## src/rtl/rtc_pkg.sv

```systemverilog
package rtc_pkg;

    localparam int unsigned ADDR_W  = 3;
    localparam logic [ADDR_W-1:0] A_SEC  = 3'd0;
    localparam logic [ADDR_W-1:0] A_MIN  = 3'd1;
    localparam logic [ADDR_W-1:0] A_HOUR = 3'd2;
    localparam logic [ADDR_W-1:0] A_DAY  = 3'd3;
    localparam logic [ADDR_W-1:0] A_MON  = 3'd4;
    localparam logic [ADDR_W-1:0] A_YEAR = 3'd5;
    localparam logic [ADDR_W-1:0] A_CTRL = 3'd6;

    localparam int unsigned HR_FMT24 = 6;
    localparam int unsigned HR_PM    = 5;

    typedef struct packed {
        logic [7:0] sec;
        logic [7:0] min;
        logic [7:0] hour;
        logic [7:0] day;
        logic [7:0] mon;
        logic [7:0] year;
    } rtc_time_t;

    typedef struct packed {
        rtc_time_t t;
        logic      wen;
        logic      halt;
        logic      tick;
    } core_st_t;

    // Next value of a two-digit packed BCD number (no wrap handling).
    function automatic logic [7:0] bcd_inc(input logic [7:0] v);
        if (v[3:0] >= 4'd9) begin
            return {v[7:4] + 4'd1, 4'd0};
        end
        return v + 8'd1;
    endfunction

endpackage

```

## src/rtl/rtc_prescaler.sv

```systemverilog
module rtc_prescaler #(
    parameter int unsigned DIV = 32768
) (
    input  logic clk,
    input  logic rst_n,
    input  logic osc_tick,
    input  logic hold,
    output logic wrap
);
    localparam int unsigned CNT_W = (DIV > 1) ? $clog2(DIV) : 1;
    localparam logic [CNT_W-1:0] LAST = CNT_W'(DIV - 1);

    logic [CNT_W-1:0] cnt_d, cnt_q;

    always_comb begin
        wrap  = osc_tick && !hold && (cnt_q == LAST);
        cnt_d = cnt_q;
        if (hold) begin
            cnt_d = '0;
        end else if (osc_tick) begin
            cnt_d = wrap ? '0 : cnt_q + CNT_W'(1);
        end
    end

    always_ff @(posedge clk or negedge rst_n) begin
        if (!rst_n) begin
            cnt_q <= '0;
        end else begin
            cnt_q <= cnt_d;
        end
    end

endmodule

```

## src/rtl/rtc_month_len.sv

```systemverilog
module rtc_month_len (
    input  logic [7:0] mon_i,
    input  logic       year_tens_odd_i,
    input  logic [1:0] year_ones_lo_i,
    output logic [7:0] last_day_o
);
    logic [1:0] mod4;
    logic       leap;

    always_comb begin
        // tens*10 mod 4 equals 2 when tens is odd; ones mod 4 is its low bits
        mod4 = (year_tens_odd_i ? 2'd2 : 2'd0) + year_ones_lo_i;
        leap = (mod4 == 2'd0);
        unique case (mon_i)
            8'h02:                      last_day_o = leap ? 8'h29 : 8'h28;
            8'h04, 8'h06, 8'h09, 8'h11: last_day_o = 8'h30;
            default:                    last_day_o = 8'h31;
        endcase
    end

endmodule

```

## src/rtl/rtc_hour_next.sv

```systemverilog
module rtc_hour_next
    import rtc_pkg::*;
(
    input  logic [7:0] hour_i,
    output logic [7:0] next_o,
    output logic       day_carry_o
);
    logic       pm;
    logic [3:0] ones;
    logic [1:0] tens24;
    logic       tens12;

    always_comb begin
        pm          = hour_i[HR_PM];
        ones        = hour_i[3:0];
        tens24      = hour_i[5:4];
        tens12      = hour_i[4];
        day_carry_o = 1'b0;
        next_o      = hour_i;
        if (hour_i[HR_FMT24]) begin
            if (hour_i[5:0] == 6'h23) begin
                next_o      = {hour_i[7], 1'b1, 6'h00};
                day_carry_o = 1'b1;
            end else if (ones >= 4'd9) begin
                next_o = {hour_i[7], 1'b1, tens24 + 2'd1, 4'd0};
            end else begin
                next_o = {hour_i[7], 1'b1, tens24, ones + 4'd1};
            end
        end else begin
            if (hour_i[4:0] == 5'h11) begin
                next_o      = {hour_i[7], 1'b0, ~pm, 5'h12};
                day_carry_o = pm;
            end else if (hour_i[4:0] == 5'h12) begin
                next_o = {hour_i[7], 1'b0, pm, 5'h01};
            end else if (ones >= 4'd9) begin
                next_o = {hour_i[7], 1'b0, pm, 1'b1, 4'd0};
            end else begin
                next_o = {hour_i[7], 1'b0, pm, tens12, ones + 4'd1};
            end
        end
    end

endmodule

```

## src/rtl/rtc_time_core.sv

```systemverilog
module rtc_time_core
    import rtc_pkg::*;
#(
    parameter int unsigned DIV = 32768
) (
    input  logic       clk,
    input  logic       rst_n,
    input  logic       osc_tick,
    input  logic       wr_valid,
    input  logic [2:0] wr_addr,
    input  logic [7:0] wr_data,
    input  logic       xfer_done,
    output logic [7:0] sec_o,
    output logic [7:0] min_o,
    output logic [7:0] hour_o,
    output logic [7:0] day_o,
    output logic [7:0] mon_o,
    output logic [7:0] year_o,
    output logic       wen_o,
    output logic       sec_tick_o
);
    localparam rtc_time_t TIME_RST = '{sec: 8'h00, min: 8'h00, hour: 8'h12,
                                       day: 8'h01, mon: 8'h01, year: 8'h00};

    core_st_t   st_d, st_q;
    logic       time_wr;
    logic       hold;
    logic       wrap;
    logic [7:0] hour_nx;
    logic       day_carry;
    logic [7:0] last_day;

    rtc_prescaler #(.DIV(DIV)) u_presc (
        .clk     (clk),
        .rst_n   (rst_n),
        .osc_tick(osc_tick),
        .hold    (hold),
        .wrap    (wrap)
    );

    rtc_hour_next u_hour (
        .hour_i     (st_q.t.hour),
        .next_o     (hour_nx),
        .day_carry_o(day_carry)
    );

    rtc_month_len u_mlen (
        .mon_i          (st_q.t.mon),
        .year_tens_odd_i(st_q.t.year[4]),
        .year_ones_lo_i (st_q.t.year[1:0]),
        .last_day_o     (last_day)
    );

    always_comb begin
        time_wr = wr_valid && st_q.wen && (wr_addr <= A_YEAR);
        hold    = st_q.halt || time_wr;
        st_d      = st_q;
        st_d.tick = wrap;

        if (wrap) begin
            if (st_q.t.sec == 8'h59) begin
                st_d.t.sec = 8'h00;
                if (st_q.t.min == 8'h59) begin
                    st_d.t.min  = 8'h00;
                    st_d.t.hour = hour_nx;
                    if (day_carry) begin
                        if (st_q.t.day == last_day) begin
                            st_d.t.day = 8'h01;
                            if (st_q.t.mon == 8'h12) begin
                                st_d.t.mon  = 8'h01;
                                st_d.t.year = (st_q.t.year == 8'h99) ? 8'h00
                                                                     : bcd_inc(st_q.t.year);
                            end else begin
                                st_d.t.mon = bcd_inc(st_q.t.mon);
                            end
                        end else begin
                            st_d.t.day = bcd_inc(st_q.t.day);
                        end
                    end
                end else begin
                    st_d.t.min = bcd_inc(st_q.t.min);
                end
            end else begin
                st_d.t.sec = bcd_inc(st_q.t.sec);
            end
        end

        if (wr_valid && (wr_addr == A_CTRL)) begin
            st_d.wen = wr_data[0];
        end

        if (time_wr) begin
            unique case (wr_addr)
                A_SEC:   st_d.t.sec  = wr_data;
                A_MIN:   st_d.t.min  = wr_data;
                A_HOUR:  st_d.t.hour = wr_data;
                A_DAY:   st_d.t.day  = wr_data;
                A_MON:   st_d.t.mon  = wr_data;
                default: st_d.t.year = wr_data;
            endcase
        end

        st_d.halt = (st_q.halt && !xfer_done) || time_wr;
    end

    always_ff @(posedge clk or negedge rst_n) begin
        if (!rst_n) begin
            st_q <= '{t: TIME_RST, wen: 1'b0, halt: 1'b0, tick: 1'b0};
        end else begin
            st_q <= st_d;
        end
    end

    assign sec_o      = st_q.t.sec;
    assign min_o      = st_q.t.min;
    assign hour_o     = st_q.t.hour;
    assign day_o      = st_q.t.day;
    assign mon_o      = st_q.t.mon;
    assign year_o     = st_q.t.year;
    assign wen_o      = st_q.wen;
    assign sec_tick_o = st_q.tick;

endmodule

```

## config.mk

```make
export PLATFORM = sky130hd
export DESIGN_NAME = rtc_time_core
export DESIGN_NICKNAME = d
export VERILOG_FILES = /design/src/rtl/rtc_pkg.sv /design/src/rtl/rtc_prescaler.sv /design/src/rtl/rtc_month_len.sv /design/src/rtl/rtc_hour_next.sv /design/src/rtl/rtc_time_core.sv
export SDC_FILE = /design/constraint.sdc
export NUM_CORES = 1
export LEC_CHECK = 0
export BUFFER_PORTS_ARGS = -buffer_cell sky130_fd_sc_hd__buf_2
export CAP_MARGIN = 20
export CORE_ASPECT_RATIO = 1.5
export CORE_UTILIZATION = 45
export CTS_BUF_LIST = sky130_fd_sc_hd__clkbuf_4 sky130_fd_sc_hd__clkbuf_8 sky130_fd_sc_hd__clkbuf_16
export DETAILED_ROUTE_END_ITERATION = 16
export PLACE_DENSITY = 0.78
export SYNTH_ARGS = -nofsm -noshare
export SYNTH_HDL_FRONTEND = slang
export SYNTH_SLANG_ARGS = --single-unit
export TNS_END_PERCENT = 10
```

## constraint.sdc

```tcl
create_clock -name clk -period 2.8 [get_ports clk]
set_input_delay 0.56 -clock clk [delete_from_list [all_inputs] [get_ports clk]]
set_output_delay 0.56 -clock clk [all_outputs]
set_load 0.005 [all_outputs]
```

==> results of run 1 <==
power groups by stage:
stage / Clock [W] / Sequential [W] / Combinational [W]
6_report: 0.00124 / 0.00151 / 0.00173
3_5_place_dp: 0 / 0.00151 / 0.00165
2_1_floorplan: 0 / 0.00148 / 0.00123
3_3_place_gp: 0 / 0.00149 / 0.00159
4_1_cts: 0.00125 / 0.00150 / 0.00168
5_1_grt: 0.00129 / 0.00154 / 0.00192
stage by stage:
stage,setup slack (ps),power (W)
floorplan,-79.0,0.00270
global placement,58.3,0.00308
CTS,0.892,0.00443
detailed placement,-34.7,0.00317
global route,-103,0.00476
finish,-2.09,0.00448
layer usage:
layer  share of wire, %  global-route usage [%]  wire [um]
met1                 40                    29.5       5430
met2                 51                    43.2       6940
met3                5.3                    3.82        723
met4                4.7                    16.5        639
met5                  0                       0          0
final cells by class:
type	count	area [um^2]	area share, %
inverters	27	101	1.78
clock inverters	5	77.6	1.36
clock buffers	11	246	4.32
well taps	144	180	3.16
multi-input cells	419	2760	48.3
repair buffers	111	684	12.0
flip-flops and latches	66	1660	29.0
cell usage in the layout, fill, tap and decap left out, types with 3 or more instances in the layout:
| cell type | count |
|---|---|
| xnor2_1 | 5 |
| ha_1 | 32 |
| nor2_1 | 56 |
| o31ai_1 | 11 |
| o21ai_1 | 3 |
| o211ai_1 | 3 |
| dfstp_2 | 4 |
| nand3b_1 | 4 |
| nand3_1 | 18 |
| buf_4 | 43 |
| and2_1 | 8 |
| and3_1 | 8 |
| nand4b_1 | 3 |
| mux2i_1 | 7 |
| nor4_1 | 9 |
| o41ai_1 | 3 |
| nand2_1 | 61 |
| a21oi_1 | 31 |
| inv_1 | 25 |
| nor2b_1 | 3 |
| o21ai_0 | 40 |
| mux2_2 | 8 |
| nor3_1 | 12 |
| buf_2 | 66 |
| nand4_1 | 10 |
| clkbuf_16 | 9 |
| a41oi_1 | 4 |
| o22ai_1 | 4 |
| xor2_1 | 10 |
| a31oi_1 | 9 |
| dfrtp_1 | 62 |
| nand2b_1 | 9 |
worst max path at each step:
stage,startpoint,to,slack (ps),cells past startpoint
after floorplan,mon_o[5],year_o[7],-80,10
after global placement,mon_o[0],year_o[7],60,9
after detailed placement,mon_o[5],year_o[7],-30,9
after CTS,mon_o[0],mon_o[3],0.9,11
after global routing,mon_o[5],year_o[7],-100,9
final,mon_o[4],year_o[1],-2,11
state kept, by name, summed over array words and instances, names as in the netlist:
register       flops
min_o              8
st_q               1
sec_o              8
mon_o              8
hour_o             8
wen_o              1
year_o             8
u_presc.cnt_q     15
day_o              8
sec_tick_o         1
cell families (layout without fill, tap and decap cells):
kind of cell / after synthesis / after routing / synth area share [%]
compound gates: 128 / 128 / 16.2
xor+xnor: 15 / 15 / 2.71
flops: 66 / 66 / 34.1
fa+ha+maj: 34 / 34 / 8.77
mux: 17 / 17 / 3.97
buf+inv: 93 / 154 / 10.9
simple gates: 225 / 225 / 23.3
repair_timing:
item                                    CTS  global route
resized for setup                         4            14
pin swaps                                 0             2
endpoints found under the setup margin    7            18
buffers inserted                          0             2
cloned                                    0             1
==> reports/results.txt, run 1 <==
status - complete, but fails checks
violated checks - design-rule violations, negative setup slack
Worst VDD drop - 0.421 mV
initial antenna violation count - 0
gr ovfl total - 0
post-DP HPWL - 9750 um
Initial Util - 46.1%
hold slack - 232 ps
depth of the worst register-to-register path - 11
CTS max path bufs - 2
Yosys cell types - 60
Clock Pin Slew Worst Setup and Hold Paths - 50 ps
Arr. time, crit path - 3000 ps
post-route minimum period - 2800 ps
Critical Path Max Stage Delay - 540 ps
main area contributors after synthesis - dfrtp_1 32%, ha_1 8.8%, buf_4 7.4%, nand2_1 4.7%, nor2_1 4.5%
WS Path Type - flip-flop to flip-flop
Post-synth EDFFs - 0
design area - 5700 um^2
PnR worst setup slack - -2.09 ps
Die W - 86.8 um
Pint - 0.00281 W
Synth top area share - 32.0%
layout cell share with drive strength beyond 1 - 24.6%
final WL - 13700 um
Layout Nets - 684
Synth-to-Final Area Change - 17.5%
final core area utilization - 54.1%
Antenna Nets Post-Route - 0
register bit count reported by yosys - 66
IO buf count - 65
skew final - 7.58 ps
synthesized cell area - 4850 um^2
Async SR Flop Fraction - 100%
worst slew pin tran - 576 ps
P_sw - 0.00167 W
Clk Latency, worst-skew pair - 340 ps
Avg Synthesized Cell Area - 8.39 um^2
CP startpoint kind - flip-flop
Fin. Hold Viols - 0
# fillers - 940
clock share of power - 27.7%
PwrDens - 785 nW/um^2
Synth warnings - 0
first-pass GRT wire length - 21800 um
cell accounting for the most synthesized area - dfrtp_1
CTS sink cnt - 66
flop2flop setup slack - -2 ps
CTS tree - done
Tcrit/Tclk final - 100%
ys flop type - dfrtp_1
Crit-path slowest cell - or4_4
Setup crit end kind - flip-flop
Avg WL per Cell - 17.5 um
Seq/Total Area, Yosys - 34.1%
worst path cell trace - inv_1 -> ha_4 -> or4bb_1 -> or4_4 -> nand3_4 -> mux2i_4 -> buf_4 -> nor4_2 -> buf_4 -> mux2i_1 -> a21oi_1
clk root buf - clkbuf_16
Row Count - 46
core area - 10500 um^2
most common cell in the netlist - dfrtp_1
GPL Wtd Cong - 0.935
final slew viol count - 0
Comb pwr share - 38.6%
drt pass-1 iters - 12
# setup viols final - 1
gr usage total - 25.4%
Area after DPL - 5290 um^2
Mapped Cells - 578
Net Count, Synth - 628
Worst R2R End - year_o[1]
CTS Buf Count - 9
Max Fclk - 0.357 GHz
Ports - 66
Reg power frac - 33.7%
min-delay worst type - input pin to async pin
CP required - 3000 ps
DIE HEIGHT - 129 um
Layout Cells excl Fill - 783
DRC viols - 1
most common library cells after synthesis - 62 x dfrtp_1, 61 x nand2_1, 58 x nor2_1
LEAKAGE - 2.55 nW
hold buffers post-CTS - 0
vias in the first global route - 4383
drt via density - 5.79
fraction of power spent switching nets - 37.3%
Max FO, Critical Path - 8
R2R Path Start - mon_o[4]
drt initial violations - 302
final setup TNS - -2.09 ps
crit path buf inv count - 3
relative slew slack - 61.5%
RSZ-0062 raised after global routing - yes
die area - 11200 um^2
H-tree levels - 3
CP delay by family, top - simple AND/OR/NAND/NOR gates
placed cells - 764
DR vias - 4531
largest net degree at the start of global routing - 67
max-capacitance violation count - 0
number of diodes - 0
most used cell, CP - buf_4
Power figures use the tool's default switching activity.
==> run 2: changes to the inputs <==
- GPL_TIMING_DRIVEN: default -> 1
- RECOVER_POWER: default -> 25
==> run 2 against run 1 <==
- fmax rose by 0.24%
- critical path depth shrank 2
- sequential power about the same
- die area stayed put
- register-to-register slack hardly changed
- cell area decreased by 0.26%
- highest routed layer unchanged
- clock skew up 0.62 ps
- the flow finishes with violations (design-rule violations, max-capacitance violations, max-slew violations)
- critical path type unchanged
- utilization fell by 0.14 points
- final cell count unchanged
- routed wire length rose by 0.33%
- largest power group unchanged
- first-iteration DRC count down 7.6%
- largest cell class unchanged
==> reports/results.txt, run 2 (synthesized netlist as in run 1, its figures left out) <==
Setup crit end kind - flip-flop
Synth-to-Final Area Change - 17.2%
first-pass GRT wire length - 21800 um
largest net degree at the start of global routing - 67
final slew viol count - 67
Max Fclk - 0.358 GHz
clk root buf - clkbuf_16
Arr. time, crit path - 3060 ps
worst slew pin tran - 1710 ps
status - complete, but fails checks
Clk Latency, worst-skew pair - 340 ps
Area after DPL - 5290 um^2
WS Path Type - flip-flop to flip-flop
number of diodes - 0
IO buf count - 65
Ports - 66
DRC viols - 1
most common cell after layout, fill and taps aside - buf_2
CTS max path bufs - 2
drt via density - 5.82
vias in the first global route - 4383
CP startpoint kind - flip-flop
skew final - 8.20 ps
post-DP HPWL - 9750 um
Tcrit/Tclk final - 99.8%
Max FO, Critical Path - 2
DR vias - 4554
layout cell share with drive strength beyond 1 - 24.6%
CTS tree - done
initial antenna violation count - 0
H-tree levels - 3
Avg WL per Cell - 17.6 um
LEAKAGE - 2.54 nW
CTS Buf Count - 9
Initial Util - 46.1%
Clock Pin Slew Worst Setup and Hold Paths - 60 ps
max reg flops - 15
Die W - 86.8 um
core area - 10500 um^2
gr ovfl total - 0
drt pass-1 iters - 11
hold slack - 424 ps
Antenna Nets Post-Route - 0
Row Count - 46
Fin. Hold Viols - 0
drt initial violations - 279
final WL - 13800 um
RSZ-0062 raised after global routing - yes
max-capacitance violation count - 1
Worst VDD drop - 0.415 mV
design area - 5690 um^2
CP required - 3060 ps
PnR worst setup slack - 4.54 ps
relative slew slack - -13.7%
Setup WS pre-CTS - -34.7 ps
commonest non-fill, non-tap cells in the layout - 66 x buf_2, 62 x dfrtp_1, 61 x nand2_1
min-delay worst type - input pin to flip-flop
DIE HEIGHT - 129 um
GPL Wtd Cong - 0.935
CTS sink cnt - 66
die area - 11200 um^2
total power - 0.00447 W
# setup viols final - 0
Layout Nets - 684
Reg with most FFs - u_presc.cnt_q
flop2flop setup slack - 5 ps
violated checks - design-rule violations, max-capacitance violations, max-slew violations
PwrDens - 786 nW/um^2
gr usage total - 25.4%
post-route minimum period - 2800 ps
-- run 2: cell types whose count changed in the layout (fill, tap and decap cells not counted), sizes merged --
cell    before  now
buf        111  110
clkbuf      11   12
-- run 2: metrics by stage --
step                TNS (ps)  cells  util (%)
finish                     0    783      54.0
global route            -491    783      54.0
CTS                        0    780      53.5
detailed placement     -57.0    764      50.3
global placement           0    764      50.3
floorplan               -256    578         -
-- run 2: power by group --
group | switching (W) | internal, W
sequential | 0.000301 | 0.00121
clock | 0.000431 | 0.000810
combinational | 0.000935 | 0.000787
-- run 2: layer usage --
layer / global-route usage (%) / wire, um / up-vias
met5: 0 / 0 / -
li1: - / - / 2127
met4: 16.5 / 603 / 0
met3: 3.82 / 689 / 45
met1: 29.5 / 5370 / 2204
met2: 43.2 / 7120 / 178
-- run 2: final timing paths --
| kind | to | cells after the start | startpoint |
|---|---|---|---|
| min | st_q[1] | 2 | xfer_done |
| min in group asynchronous | sec_tick_o | 2 | rst_n |
| min reg2reg | hour_o[7] | 1 | hour_o[7] |
| max reg2reg | year_o[7] | 9 | mon_o[4] |
| max in group asynchronous | hour_o[3] | 2 | rst_n |
| max | year_o[7] | 9 | mon_o[4] |
-- run 2: area by class of cell --
class | instances | area [um^2]
fill | 942 | 4840
timing repair buffer | 111 | 669
sequential | 66 | 1660
inverter | 27 | 101
tap | 144 | 180
clock inverter | 5 | 77.6
multi-input combinational | 419 | 2760
clock buffer | 11 | 246
-- run 2: worst max-delay path, stage by stage, from the launching register on --
cell and delay, ps:
dfrtp_1 390, inv_1 110, ha_4 150, or4bb_1 400
or4_4 540, nand3_4 80, mux2i_4 70, or4_4 430
or4_1 400, a31oi_1 140
-- run 2: what timing repair did --
item | 4_1_cts | 5_1_grt
setup buffers | 0 | 2
hold buffers | 0 | 0
pin swaps | 0 | 2
setup endpoints to repair | 7 | 18
resized for setup | 4 | 14
gates cloned | 0 | 1
